===== src/rtl/dma_pkg.sv =====
package dma_pkg;
    typedef enum logic [1:0] {
        ST_IDLE  = 2'd0,
        ST_READ  = 2'd1,
        ST_WRITE = 2'd2
    } dma_state_e;

    localparam int NFLAG   = 4;
    localparam int FLG_SRC = 0;
    localparam int FLG_DST = 1;
    localparam int FLG_ABT = 2;
    localparam int FLG_OVR = 3;
endpackage


===== src/rtl/dma_trig_pick.sv =====
module dma_trig_pick #(
    parameter int N    = 8,
    parameter int SELW = 3
) (
    input  logic            clk,
    input  logic            rst_n,
    input  logic [N-1:0]    trig_in,
    input  logic [SELW-1:0] sel,
    output logic            rise
);
    logic picked;
    logic picked_q;

    assign picked = trig_in[sel];

    always_ff @(posedge clk or negedge rst_n) begin
        if (!rst_n) picked_q <= 1'b0;
        else        picked_q <= picked;
    end

    assign rise = picked & ~picked_q;
endmodule


===== src/rtl/dma_addr_track.sv =====
module dma_addr_track #(
    parameter int AW = 16,
    parameter int SW = 12
) (
    input  logic          clk,
    input  logic          rst_n,
    input  logic          clear,
    input  logic          step,
    input  logic [AW-1:0] base,
    input  logic [SW-1:0] size,
    input  logic          inc,
    output logic [AW-1:0] addr,
    output logic          wrap
);
    logic [SW-1:0] cnt;

    assign wrap = (cnt == size - SW'(1));
    assign addr = inc ? (base + AW'(cnt)) : base;

    always_ff @(posedge clk or negedge rst_n) begin
        if (!rst_n)          cnt <= '0;
        else if (clear)      cnt <= '0;
        else if (step) begin
            if (wrap)        cnt <= '0;
            else             cnt <= cnt + SW'(1);
        end
    end

    // a completing step brings the address back to the base
    p_reload_base_r4: assert property (@(posedge clk) disable iff (!rst_n)
        (step && wrap && !clear) |=> (addr == base || !$stable(base)));

    // a clear leaves the counter at zero
    p_clear_zero_r10: assert property (@(posedge clk) disable iff (!rst_n)
        clear |=> (cnt == '0));
endmodule


===== src/rtl/dma_flags.sv =====
module dma_flags #(
    parameter int N = 4
) (
    input  logic         clk,
    input  logic         rst_n,
    input  logic [N-1:0] set,
    input  logic [N-1:0] clr,
    input  logic [N-1:0] ie,
    output logic [N-1:0] flags,
    output logic         irq
);
    always_ff @(posedge clk or negedge rst_n) begin
        if (!rst_n) flags <= '0;
        else        flags <= (flags & ~clr) | set;
    end

    assign irq = |(flags & ie);

    for (genvar i = 0; i < N; i++) begin : g_chk
        // a flag stays until it is cleared
        p_flag_sticky_r12: assert property (@(posedge clk) disable iff (!rst_n)
            (flags[i] && !clr[i]) |=> flags[i]);
        p_flag_set_r12: assert property (@(posedge clk) disable iff (!rst_n)
            set[i] |=> flags[i]);
    end
endmodule


===== src/rtl/trig_byte_dma.sv =====
module trig_byte_dma
    import dma_pkg::*;
#(
    parameter int AW    = 16,
    parameter int SW    = 12,
    parameter int DW    = 8,
    parameter int NTRIG = 8,
    localparam int TSW  = (NTRIG > 1) ? $clog2(NTRIG) : 1
) (
    input  logic             clk,
    input  logic             rst_n,
    input  logic             cfg_en,
    input  logic             cfg_trig_en,
    input  logic             cfg_abort_en,
    input  logic             sw_go,
    input  logic             src_inc,
    input  logic             dst_inc,
    input  logic [AW-1:0]    src_base,
    input  logic [AW-1:0]    dst_base,
    input  logic [SW-1:0]    src_size,
    input  logic [SW-1:0]    dst_size,
    input  logic [TSW-1:0]   start_sel,
    input  logic [TSW-1:0]   abort_sel,
    input  logic [NFLAG-1:0] irq_en,
    input  logic [NFLAG-1:0] flag_clr,
    input  logic [NTRIG-1:0] trig_in,
    output logic             rd_req,
    output logic [AW-1:0]    rd_addr,
    input  logic [DW-1:0]    rd_data,
    output logic             wr_req,
    output logic [AW-1:0]    wr_addr,
    output logic [DW-1:0]    wr_data,
    output logic [NFLAG-1:0] flags,
    output logic             irq,
    output logic             go
);
    dma_state_e state_q, state_d;
    logic run_q, run_d;
    logic start_rise, abort_rise;
    logic abort_hit, start_req, free_req, overrun, step, clr_cnt;
    logic src_wrap, dst_wrap;
    logic [AW-1:0] src_addr, dst_addr;
    logic [NFLAG-1:0] flag_set;

    dma_trig_pick #(.N(NTRIG), .SELW(TSW)) u_start_pick (
        .clk(clk), .rst_n(rst_n), .trig_in(trig_in), .sel(start_sel), .rise(start_rise)
    );
    dma_trig_pick #(.N(NTRIG), .SELW(TSW)) u_abort_pick (
        .clk(clk), .rst_n(rst_n), .trig_in(trig_in), .sel(abort_sel), .rise(abort_rise)
    );

    assign abort_hit = cfg_en & cfg_abort_en & abort_rise;
    assign start_req = cfg_en & cfg_trig_en & start_rise;
    assign free_req  = run_q & ~cfg_trig_en;
    assign overrun   = start_req & (state_q != ST_IDLE) & ~abort_hit;
    assign clr_cnt   = ~cfg_en | abort_hit;

    dma_addr_track #(.AW(AW), .SW(SW)) u_src_track (
        .clk(clk), .rst_n(rst_n), .clear(clr_cnt), .step(step),
        .base(src_base), .size(src_size), .inc(src_inc),
        .addr(src_addr), .wrap(src_wrap)
    );
    dma_addr_track #(.AW(AW), .SW(SW)) u_dst_track (
        .clk(clk), .rst_n(rst_n), .clear(clr_cnt), .step(step),
        .base(dst_base), .size(dst_size), .inc(dst_inc),
        .addr(dst_addr), .wrap(dst_wrap)
    );

    dma_flags #(.N(NFLAG)) u_flags (
        .clk(clk), .rst_n(rst_n), .set(flag_set), .clr(flag_clr),
        .ie(irq_en), .flags(flags), .irq(irq)
    );

    // state register
    always_ff @(posedge clk or negedge rst_n) begin
        if (!rst_n) begin
            state_q <= ST_IDLE;
            run_q   <= 1'b0;
        end else begin
            state_q <= state_d;
            run_q   <= run_d;
        end
    end

    // next state
    always_comb begin
        state_d = state_q;
        run_d   = run_q;
        if (clr_cnt) begin
            state_d = ST_IDLE;
            run_d   = 1'b0;
        end else begin
            unique case (state_q)
                ST_IDLE:  if (start_req || free_req) state_d = ST_READ;
                ST_READ:  state_d = ST_WRITE;
                ST_WRITE: state_d = ST_IDLE;
                default:  state_d = ST_IDLE;
            endcase
            if (sw_go || start_req)
                run_d = 1'b1;
            else if (state_q == ST_WRITE && src_wrap && !cfg_trig_en)
                run_d = 1'b0;
        end
    end

    // outputs
    always_comb begin
        rd_req   = (state_q == ST_READ)  && !clr_cnt;
        wr_req   = (state_q == ST_WRITE) && !clr_cnt;
        step     = wr_req;
        rd_addr  = src_addr;
        wr_addr  = dst_addr;
        wr_data  = rd_data;
        go       = run_q;
        flag_set = '0;
        flag_set[FLG_SRC] = step & src_wrap;
        flag_set[FLG_DST] = step & dst_wrap;
        flag_set[FLG_ABT] = abort_hit;
        flag_set[FLG_OVR] = overrun;
    end

    // a read is always followed by its write
    p_read_then_write_r2: assert property (@(posedge clk) disable iff (!rst_n)
        (rd_req && cfg_en && !abort_hit) |=> (state_q == ST_WRITE));
    p_single_bus_op_r2: assert property (@(posedge clk) disable iff (!rst_n)
        !(rd_req && wr_req));
    // trigger during a pending byte raises overrun
    p_overrun_flag_r6: assert property (@(posedge clk) disable iff (!rst_n)
        (start_req && state_q != ST_IDLE && !abort_hit) |=> flags[FLG_OVR]);
    // abort stops the channel
    p_abort_stops_r7: assert property (@(posedge clk) disable iff (!rst_n)
        abort_hit |=> (state_q == ST_IDLE && !go && flags[FLG_ABT]));
    // disabled channel is idle and silent
    p_disabled_idle_r10: assert property (@(posedge clk) disable iff (!rst_n)
        !cfg_en |=> (!go && !rd_req && !wr_req));
endmodule


===== config.mk =====
export PLATFORM = sky130hd
export DESIGN_NAME = trig_byte_dma
export DESIGN_NICKNAME = d
export VERILOG_FILES = /design/src/rtl/dma_pkg.sv /design/src/rtl/dma_trig_pick.sv /design/src/rtl/dma_addr_track.sv /design/src/rtl/dma_flags.sv /design/src/rtl/trig_byte_dma.sv
export SDC_FILE = /design/constraint.sdc
export NUM_CORES = 1
export LEC_CHECK = 0
export ABC_CLOCK_PERIOD_IN_PS = 2170
export CAP_MARGIN = 40
export CORE_MARGIN = 2
export CORE_UTILIZATION = 43
export CTS_CLUSTER_DIAMETER = 30
export DETAILED_ROUTE_END_ITERATION = 10
export PLACE_DENSITY = 0.79
export SYNTH_ARGS = -nofsm -noshare
export SYNTH_HDL_FRONTEND = slang
export SYNTH_SLANG_ARGS = --single-unit

===== constraint.sdc =====
create_clock -name clk -period 2.17 [get_ports clk]
set_input_delay 0.217 -clock clk [delete_from_list [all_inputs] [get_ports clk]]
set_output_delay 0.217 -clock clk [all_outputs]
set_load 0.1 [all_outputs]

==> impl_metrics.yaml, run 1 <==
worst_setup_path:
  cp.required_ns: 1.95
  critical_path_class: "reg -> out"
  critPathArrivalTime_ns: 2.80
  cp_max_fo: 2
  crit_path_start_kind: "flop"
  end_kind: "output port"
floorplanning:
  die_w_um: 102
  core_sq_mm: 0.00933
  pin_count: 142
  start_util_pct: 44.7
  dieHeight_um: 102
  rows: 35
  dieArea_sq_mm: 0.0105
synthesis:
  yosys.area_share.simple_pct: 23.1
  synth_cells: 513
  yosysMostFrequentCell: "nand2_1"
  yosys_register_bits: 33
  synth_area_leader_cell: "dfrtp_1"
  muxShareOfSynthArea_pct: 8.40
  synth.distinct_cells: 62
  syn-num-nets: 637
  synth_compound_area_share_pct: 21.6
  syn_avg_cell_area_sq_um: 8.13
  ys.flop_type: "dfrtp_1"
  synth_xor_area_share_pct: 12.2
  synth-adder-area-share_pct: 9.36
  yosys_warnings: 0
  synthArstFlopShare_pct: 100
  synth_top_family_by_area: "simple AND/OR/NAND/NOR gates"
  synth.cell_area_sq_mm: 0.00417
  yosys.area.top_type_share_pct: 19.8
  synth_commonest_cells: "42 x nand2_1, 35 x xnor2_1, 33 x dfrtp_1, 33 x nor2_1, 29 x inv_1"
  ys_seq_area_share_pct: 19.8
  synthTopCellsByArea: "dfrtp_1 20%, ha_1 8.4%, xnor2_1 7.4%"
  synth-edff-count: 0
final_layout:
  fin_nets: 898
  final-seq-area_sq_um: 831
  syn_to_final_growth_pct: 97.6
  final_area_sq_mm: 0.00824
  multi_input_area_sq_mm: 0.00424
  instances_no_fill: 904
  diodes: 0
  n_fill_cell: 388
  drive_above_1_share_pct: 49.9
  final_core_util_pct: 88.4
placed_design:
  finalWeightedCongestion: 0.867
  io_buffer_count: 125
  dp_slack_ns: -0.913
  dp_hpwl_mm: 11.8
  dp.cells: 866
  dpl_cell_area_sq_mm: 0.00727
power:
  power.share.switching_pct: 42.0
  p_leak_nw: 3.58
  power_density_mw_per_mm2: 309
  power.share.clock_pct: 18.1
  combPwrFrac_pct: 56.9
  seq_power_share_pct: 25.0
  ir_worst_vdd_mv: 0.293
  p_int_mw: 1.47
  p_sw_mw: 1.07
clock_tree:
  root_buffer: "clkbuf_8"
  clk_pin_slew_worst_paths_ns: 0.07
  cts_tree: "yes"
  cts_sinks: 33
  cts_hold_buf: 0
  clk_latency_ns: 0.29
  cts-htree-levels: 2
  cts_buffers: 5
  cts_buffer_depth: 2
routing:
  ant_nets: 0
  drt-pass1-iter-count: 8
  wl_mm: 19.7
  route.detailed.drc: 0
  via_per_inst: 6.16
  post_drt_wl_per_cell_um: 21.8
  vias: 5566
  drt-initial-drc-count: 596
global_routing:
  grt_pass1_wl_mm: 26.0
  grt_pass1_vias: 5574
  grt_antenna_before_repair: 0
  overflow: 0
  grt_max_degree: 34
  grt_usage_pct: 31.1
outcome:
  status: "finished, violations left"
  violations: "negative setup slack"
timing:
  final.setup.tns_ns: -21.53
  finalSetupViolCount: 55
  max_freq_ghz: 0.332
  rsz0062_at_grt: "true"
  period_share_pct: 139
  tightest_slew_ns: 0.732
  period_needed_ns: 3.01
  finalHoldViolations: 0
  worst_slack_ns: -0.844
  drv_slew: 0
  max_slew_margin_pct: 51.2
  worst_clock_skew_ns: 0.00738
run:
  maxCapViolations: 0
min_path:
  min_path_type: "in -> async"
per-layer routing:
| layer | track usage, % | wire length [um] | part of all wire (%) | vias up |
|---|---|---|---|---|
| met5 | 0 | 0 | 0 | - |
| met4 | 12.8 | 1170 | 6.0 | 0 |
| met3 | 4.58 | 1530 | 7.8 | 119 |
| met2 | 56.5 | 10000 | 51 | 380 |
| met1 | 36.5 | 6970 | 35 | 2664 |
| li1 | - | - | - | 2403 |
cell families (layout without fill, tap and decap cells):
logic type / Yosys count / after routing
multiplexers: 29 / 29
adder cells (fa/ha/maj): 30 / 30
flip-flops: 33 / 33
AND/OR/NAND/NOR: 181 / 181
XOR/XNOR: 58 / 58
buffers and inverters: 52 / 314
AO/OA/AOI/OAI: 130 / 130
cell type report:
| cell class | count | area share, % |
|---|---|---|
| clock buffer | 6 | 0.881 |
| clock inverter | 2 | 0.121 |
| inverter | 29 | 1.64 |
| multi-input combinational | 428 | 51.5 |
| sequential | 33 | 10.1 |
| tap | 129 | 1.96 |
| timing repair buffer | 277 | 33.9 |
worst max-delay path: stages, from the launching register on:
cell and delay, ns:
dfrtp_1 0.39, ha_4 0.17, inv_4 0.03, fa_2 0.37
nor2b_2 0.13, o21ai_2 0.08, a21o_1 0.23, a211oi_2 0.32
o31ai_2 0.14, a21oi_2 0.24, xor2_4 0.19, buf_12 0.19
final timing paths:
check / depth (start not counted) / startpoint / slack (ns) / end
min in group clk: 4 / abort_sel[0] / 0.39 / u_abort_pick.picked_q$_DFF_PN0_
setup reg to reg: 9 / u_src_track.cnt[2]$_DFFE_PN0P_ / -0.35 / go$_DFFE_PN0P_
hold reg to reg: 1 / u_flags.flags[1]$_DFF_PN0_ / 0.55 / u_flags.flags[1]$_DFF_PN0_
hold / removal: 2 / rst_n / 0.33 / u_dst_track.cnt[1]$_DFFE_PN0P_
setup / recovery: 11 / u_src_track.cnt[0]$_DFFE_PN0P_ / -0.84 / rd_addr[14]
max in group asynchronous: 2 / rst_n / 1.49 / u_src_track.cnt[1]$_DFFE_PN0P_
cell usage in the layout (no fill, tap or decap), drive strengths merged, types with 6 or more instances in the layout:
master	count
nand4	6
nor2	33
xor2	23
dfrtp	33
buf	196
dlygate4sd2	9
a211oi	14
nor2b	6
nor3	15
nor3b	6
a31o	8
a22o	7
ha	28
and3	8
o21ai	25
a21o	8
a21oi	21
or3	15
nor4	7
clkdlybuf4s50	58
a31oi	10
mux2i	8
nand2	42
clkbuf	11
xnor2	35
inv	28
mux2	18
nand3	14
nand2b	7
stage by stage:
step,power (mW),hold WS [ns]
global placement,1.93,0.435
detailed placement,1.96,0.435
floorplan,1.41,-0.0786
finish,2.54,0.329
global route,2.62,0.390
CTS,2.44,0.354
power by group through the flow:
stage	registers, mW	clock network, mW	logic (mW)
after floorplan	0.673	0	0.741
after global routing	0.637	0.492	1.50
after global placement	0.646	0	1.28
after CTS	0.634	0.454	1.36
final	0.635	0.461	1.45
after detailed placement	0.646	0	1.31
what timing repair did:
action / CTS / global route
gates cloned: 1 / 0
pin swaps: 71 / 55
setup buffers: 22 / 19
resized for setup: 116 / 91
setup endpoints to repair: 55 / 57
flip-flops by register name, summed over array words and instances (netlist names):
signal	count
u_dst_track.cnt	12
u_src_track.cnt	12
u_flags.flags	4
state_q	2
go	1
u_abort_pick.picked_q	1
u_start_pick.picked_q	1
Note: power is estimated with default switching activity, not from simulation.
==> inputs of run 2 (changes only) <==
--- a/config.mk
+++ b/config.mk
@@ -8,10 +8,11 @@
 export ABC_CLOCK_PERIOD_IN_PS = 2170
 export CAP_MARGIN = 40
 export CORE_MARGIN = 2
-export CORE_UTILIZATION = 43
+export CORE_UTILIZATION = 40
 export CTS_CLUSTER_DIAMETER = 30
 export DETAILED_ROUTE_END_ITERATION = 10
-export PLACE_DENSITY = 0.79
+export GPL_ROUTABILITY_DRIVEN = 0
+export PLACE_DENSITY = 0.75
 export SYNTH_ARGS = -nofsm -noshare
 export SYNTH_HDL_FRONTEND = slang
 export SYNTH_SLANG_ARGS = --single-unit
==> run 2 against run 1 <==
  * The flow still finishes with violations (negative setup slack)
  * First-iteration DRC count is 16% lower
  * Count of clock-buffer cells in the layout is 1 lower
  * Sequential power hardly changed
  * Sequential share of layout area is 0.16 points lower
  * Total power is 0.82% higher
  * Global-route usage is 4.0 points lower
  * Hold slack better by 0.0027 ns
  * Design area is 1.7% higher
  * Routed wire length is 8.5% lower
  * Critical endpoint is now rd_addr[12]
  * Largest cell class unchanged
==> impl_metrics.yaml, run 2 (synthesis results as in run 1) <==
min_path:
  min_path_type: "in -> async"
worst_setup_path:
  rr_worst_depth: 10
  max_stage_delay_ns: 0.38
  crit_buf_inv: 2
  rr_startpoint: "u_dst_track.cnt[0]$_DFFE_PN0P_"
  critPathArrivalTime_ns: 2.79
  crit_family: "compound AO/OA/AOI/OAI gates"
  end_kind: "output port"
  r2r_slack_ns: -0.35
  cp_num_cells: 11
  worstPathCellList: "ha_2 -> inv_2 -> fa_2 -> nor2b_1 -> o21ai_1 -> a21o_1 -> a211oi_2 -> o31ai_2 -> a21boi_2 -> xor2_4 -> buf_12"
  critical_path_class: "reg -> out"
  crit_path_start_kind: "flop"
  cp.required_ns: 1.95
  endpoint: "rd_addr[12]"
  cp_max_fo: 2
  critPathLaunch: "u_src_track.cnt[0]$_DFFE_PN0P_"
  slowest_stage: "dfrtp_1"
  reg2reg_to: "u_dst_track.cnt[10]$_DFFE_PN0P_"
power:
  p_leak_nw: 3.60
  ir_worst_vdd_mv: 0.308
  power_density_mw_per_mm2: 306
clock_tree:
  clk_pin_slew_worst_paths_ns: 0.09
  cts-htree-levels: 2
  root_buffer: "clkbuf_8"
  cts_tree: "yes"
  cts_sinks: 33
  clk_latency_ns: 0.30
  cts_buffers: 5
  cts_buffer_depth: 2
placed_design:
  dpl_cell_area_sq_mm: 0.00731
  dp_slack_ns: -0.827
  io_buffer_count: 125
  dp_hpwl_mm: 10.9
timing:
  period_share_pct: 138
  max_freq_ghz: 0.333
  final.setup.tns_ns: -20.85
  drv_slew: 0
  max_slew_margin_pct: 53.1
  tightest_slew_ns: 0.704
  period_needed_ns: 3.00
  finalHoldViolations: 0
  finalSetupViolCount: 55
  worst_clock_skew_ns: 0.0172
  holdWs_ns: 0.331
  worst_slack_ns: -0.835
  rsz0062_at_grt: "true"
final_layout:
  diodes: 0
  drive_above_1_share_pct: 49.7
  final_area_sq_mm: 0.00839
  final_core_util_pct: 82.0
  final_cell_mix: "147 x buf_4, 58 x clkdlybuf4s50_1, 37 x buf_12, 33 x nand2_1, 30 x nor2_1"
  syn_to_final_growth_pct: 101
  fin_nets: 912
  top_regs: "u_dst_track.cnt (12), u_src_track.cnt (12), u_flags.flags (4)"
  layout_commonest_cell: "buf_4"
floorplanning:
  dieHeight_um: 106
  pin_count: 142
  start_util_pct: 40.8
  core_sq_mm: 0.0102
  die_w_um: 106
  rows: 37
  dieArea_sq_mm: 0.0113
routing:
  route.detailed.drc: 0
  wl_mm: 18.0
  met3_length_mm: 1.19
  via_per_inst: 5.87
  highest_layer: "met4"
  ant_nets: 0
  drt-pass1-iter-count: 5
  drt-initial-drc-count: 502
  met2_length_mm: 9.31
  wl_met1_mm: 6.90
  post_drt_wl_per_cell_um: 19.5
  vias: 5428
run:
  maxCapViolations: 0
global_routing:
  grt_max_degree: 34
  grt_antenna_before_repair: 0
  grt_pass1_wl_mm: 25.1
  grt_pass1_vias: 5452
  overflow: 0
  grt_usage_pct: 27.1
outcome:
  status: "finished, violations left"
  violations: "negative setup slack"
[run 2: cell count changes in the layout (fill, tap and decap cells not counted), moves of 3 or more]
| cell | delta |
|---|---|
| buf_6 | +4 |
| clkdlybuf4s15_1 | +3 |
| nand2_2 | +3 |
| buf_4 | +10 |
[run 2: worst min-delay path by stage]
| stage | to | slack [ns] | cells after the start |
|---|---|---|---|
| after floorplan | go$_DFFE_PN0P_ | -0.08 | 0 |
| after global placement | wr_data[2] | 0.43 | 0 |
| after detailed placement | wr_data[2] | 0.43 | 0 |
| after CTS | u_src_track.cnt[7]$_DFFE_PN0P_ | 0.35 | 2 |
| after global routing | u_src_track.cnt[7]$_DFFE_PN0P_ | 0.38 | 2 |
| final | u_flags.flags[0]$_DFF_PN0_ | 0.33 | 2 |
[run 2: stage by stage]
step | total power, mW | std cells
after global routing | 2.64 | 925
final | 2.56 | 925
after CTS | 2.48 | 919
after detailed placement | 1.96 | 878
after floorplan | 1.41 | 513
after global placement | 1.94 | 878
[run 2: power breakdown]
| part | internal [mW] | switching (mW) | leakage [nW] |
|---|---|---|---|
| Sequential | 0.626 | 0.00899 | 0.445 |
| Clock | 0.222 | 0.265 | 0.0439 |
| Combinational | 0.638 | 0.803 | 3.11 |
| Total | 1.49 | 1.08 | 3.60 |
[run 2: what timing repair did]
| action | 4_1_cts | 5_1_grt |
|---|---|---|
| resized for setup | 116 | 82 |
| endpoints found under the setup margin | 55 | 55 |
| setup buffers | 40 | 17 |
| hold buffers | 0 | 0 |
| pin swaps | 74 | 55 |
| cloned | 1 | 0 |
[run 2: layout make-up]
cell class              instances  area [sq um]
multi-input cells             428          4240
repair buffers                291          2930
fillers                       517          1850
flip-flops and latches         33           832
well taps                     136           170
inverters                      29           130
clock buffers                   5          68.8
clock inverters                 3          17.5
[run 2: per-layer routing]
layer  vias to the layer above  track usage (%)
met5                         -                0
met4                         0             9.02
met3                        71             3.56
met2                       281             50.6
met1                      2638             31.8
li1                       2438                -
==> inputs of run 3 (changes only) <==
--- a/config.mk
+++ b/config.mk
@@ -9,9 +9,9 @@
 export CAP_MARGIN = 40
 export CORE_MARGIN = 2
 export CORE_UTILIZATION = 40
-export CTS_CLUSTER_DIAMETER = 30
 export DETAILED_ROUTE_END_ITERATION = 10
 export GPL_ROUTABILITY_DRIVEN = 0
+export MAX_ROUTING_LAYER = met4
 export PLACE_DENSITY = 0.75
 export SYNTH_ARGS = -nofsm -noshare
 export SYNTH_HDL_FRONTEND = slang
==> run 3 against run 2 <==
  * Largest power group unchanged
  * Non-clock buffer count did not move
  * Global-route usage rose by 0.72 points
  * The flow still finishes with violations (negative setup slack)
  * Clock power rose by 1%
==> impl_metrics.yaml, run 3 (synthesis results as in run 1) <==
clock_tree:
  cts_buffers: 5
  clk_latency_ns: 0.31
  cts-htree-levels: 2
  root_buffer: "clkbuf_8"
  cts_sinks: 33
  cts_hold_buf: 0
  clk_pin_slew_worst_paths_ns: 0.09
  cts_buffer_depth: 2
  cts_tree: "yes"
timing:
  drv_slew: 0
  max_freq_ghz: 0.338
  period_share_pct: 136
  tightest_slew_ns: 0.694
  rsz0062_at_grt: "true"
  max_slew_margin_pct: 53.7
  worst_slack_ns: -0.788
  period_needed_ns: 2.96
  finalSetupViolCount: 54
  worst_clock_skew_ns: 0.0213
  finalHoldViolations: 0
floorplanning:
  start_util_pct: 40.8
  pin_count: 142
  dieArea_sq_mm: 0.0113
  die_w_um: 106
  dieHeight_um: 106
  rows: 37
  core_sq_mm: 0.0102
global_routing:
  grt_pass1_vias: 5457
  grt_usage_pct: 27.9
  grt_antenna_before_repair: 0
  grt_max_degree: 34
  grt_pass1_wl_mm: 25.0
  overflow: 0
outcome:
  status: "finished, violations left"
  violations: "negative setup slack"
routing:
  ant_nets: 0
  vias: 5504
  route.detailed.drc: 0
  drt-pass1-iter-count: 5
  via_per_inst: 5.95
  drt-initial-drc-count: 482
  post_drt_wl_per_cell_um: 19.5
  wl_mm: 18.1
final_layout:
  multi_input_area_sq_mm: 0.00424
  final_area_sq_mm: 0.00838
  n_fill_cell: 531
  drive_above_1_share_pct: 49.7
  final-seq-area_sq_um: 832
  syn_to_final_growth_pct: 101
  final_cell_mix: "148 x buf_4, 58 x clkdlybuf4s50_1, 37 x buf_12, 33 x nand2_1, 30 x nor2_1"
  layout_commonest_cell: "buf_4"
  final_core_util_pct: 81.9
  diodes: 0
  fin_nets: 912
  top_regs: "u_dst_track.cnt (12), u_src_track.cnt (12), u_flags.flags (4)"
min_path:
  min_path_type: "in -> async"
power:
  power_density_mw_per_mm2: 307
  ir_worst_vdd_mv: 0.305
  p_leak_nw: 3.60
run:
  maxCapViolations: 0
placed_design:
  io_buffer_count: 125
  dp_hpwl_mm: 10.9
  dpl_cell_area_sq_mm: 0.00731
worst_setup_path:
  critical_path_class: "reg -> out"
  cp_max_fo: 2
  crit_path_start_kind: "flop"
  rr_startpoint: "u_src_track.cnt[4]$_DFFE_PN0P_"
  rr_worst_depth: 8
  cp.required_ns: 1.95
  critPathArrivalTime_ns: 2.74
  reg2reg_to: "go$_DFFE_PN0P_"
  r2r_slack_ns: -0.34
  end_kind: "output port"
-- run 3: cell counts in the layout (fill, tap and decap cells not counted) --
No cell type changed its count.
-- run 3: final cells by class --
type | instances | share of cell area, %
clock inverter | 3 | 0.209
tap | 136 | 2.03
clock buffer | 5 | 0.821
sequential | 33 | 9.93
timing repair buffer | 291 | 34.9
inverter | 29 | 1.55
multi-input combinational | 428 | 50.5
-- run 3: power by group --
part	internal [mW]	leakage, nW	switching (mW)
registers	0.626	0.445	0.00898
clock network	0.222	0.0439	0.271
logic	0.638	3.11	0.805
-- run 3: per-stage QoR --
stage | total power [mW] | std cells | hold WS [ns] | setup TNS (ns) | worst slack (ns)
2_1_floorplan | 1.41 | 513 | -0.0786 | -7.56 | -0.619
3_3_place_gp | 1.94 | 878 | 0.435 | -29.93 | -0.778
3_5_place_dp | 1.96 | 878 | 0.435 | -32.24 | -0.827
4_1_cts | 2.48 | 919 | 0.346 | -17.77 | -0.723
5_1_grt | 2.64 | 925 | 0.373 | -24.00 | -0.915
6_report | 2.57 | 925 | 0.323 | -20.05 | -0.788
-- run 3: worst max-delay path by stage --
stage | start | endpoint | slack, ns | depth (start not counted)
floorplan | u_src_track.cnt[0]$_DFFE_PN0P_ | rd_addr[14] | -0.62 | 10
global placement | src_size[1] | go$_DFFE_PN0P_ | -0.78 | 11
detailed placement | src_size[1] | go$_DFFE_PN0P_ | -0.83 | 11
CTS | u_src_track.cnt[0]$_DFFE_PN0P_ | rd_addr[14] | -0.72 | 11
global route | u_src_track.cnt[0]$_DFFE_PN0P_ | rd_addr[12] | -0.91 | 11
finish | u_src_track.cnt[0]$_DFFE_PN0P_ | rd_addr[12] | -0.79 | 11
-- run 3: repair_timing --
action | CTS | global route
gates cloned | 1 | 0
pin swaps | 74 | 53
buffers inserted | 40 | 17
setup endpoints to repair | 55 | 55
gates resized for setup | 116 | 81
-- run 3: worst max-delay path, cell delays in order (launching register included) --
cell and delay (ns):
dfrtp_1 0.37, ha_2 0.20, inv_2 0.04, fa_2 0.34, nor2b_1 0.11, o21ai_1 0.10
a21o_1 0.22, a211oi_2 0.25, o31ai_2 0.12, a21boi_2 0.26, xor2_4 0.21, buf_12 0.19
-- run 3: per-layer routing --
layer,up-vias,global-route usage [%],share of wire [%]
met5,-,-,0
met2,302,50.6,51
met4,0,9.02,3.4
met1,2690,31.8,39
li1,2437,-,-
met3,75,3.31,6.7
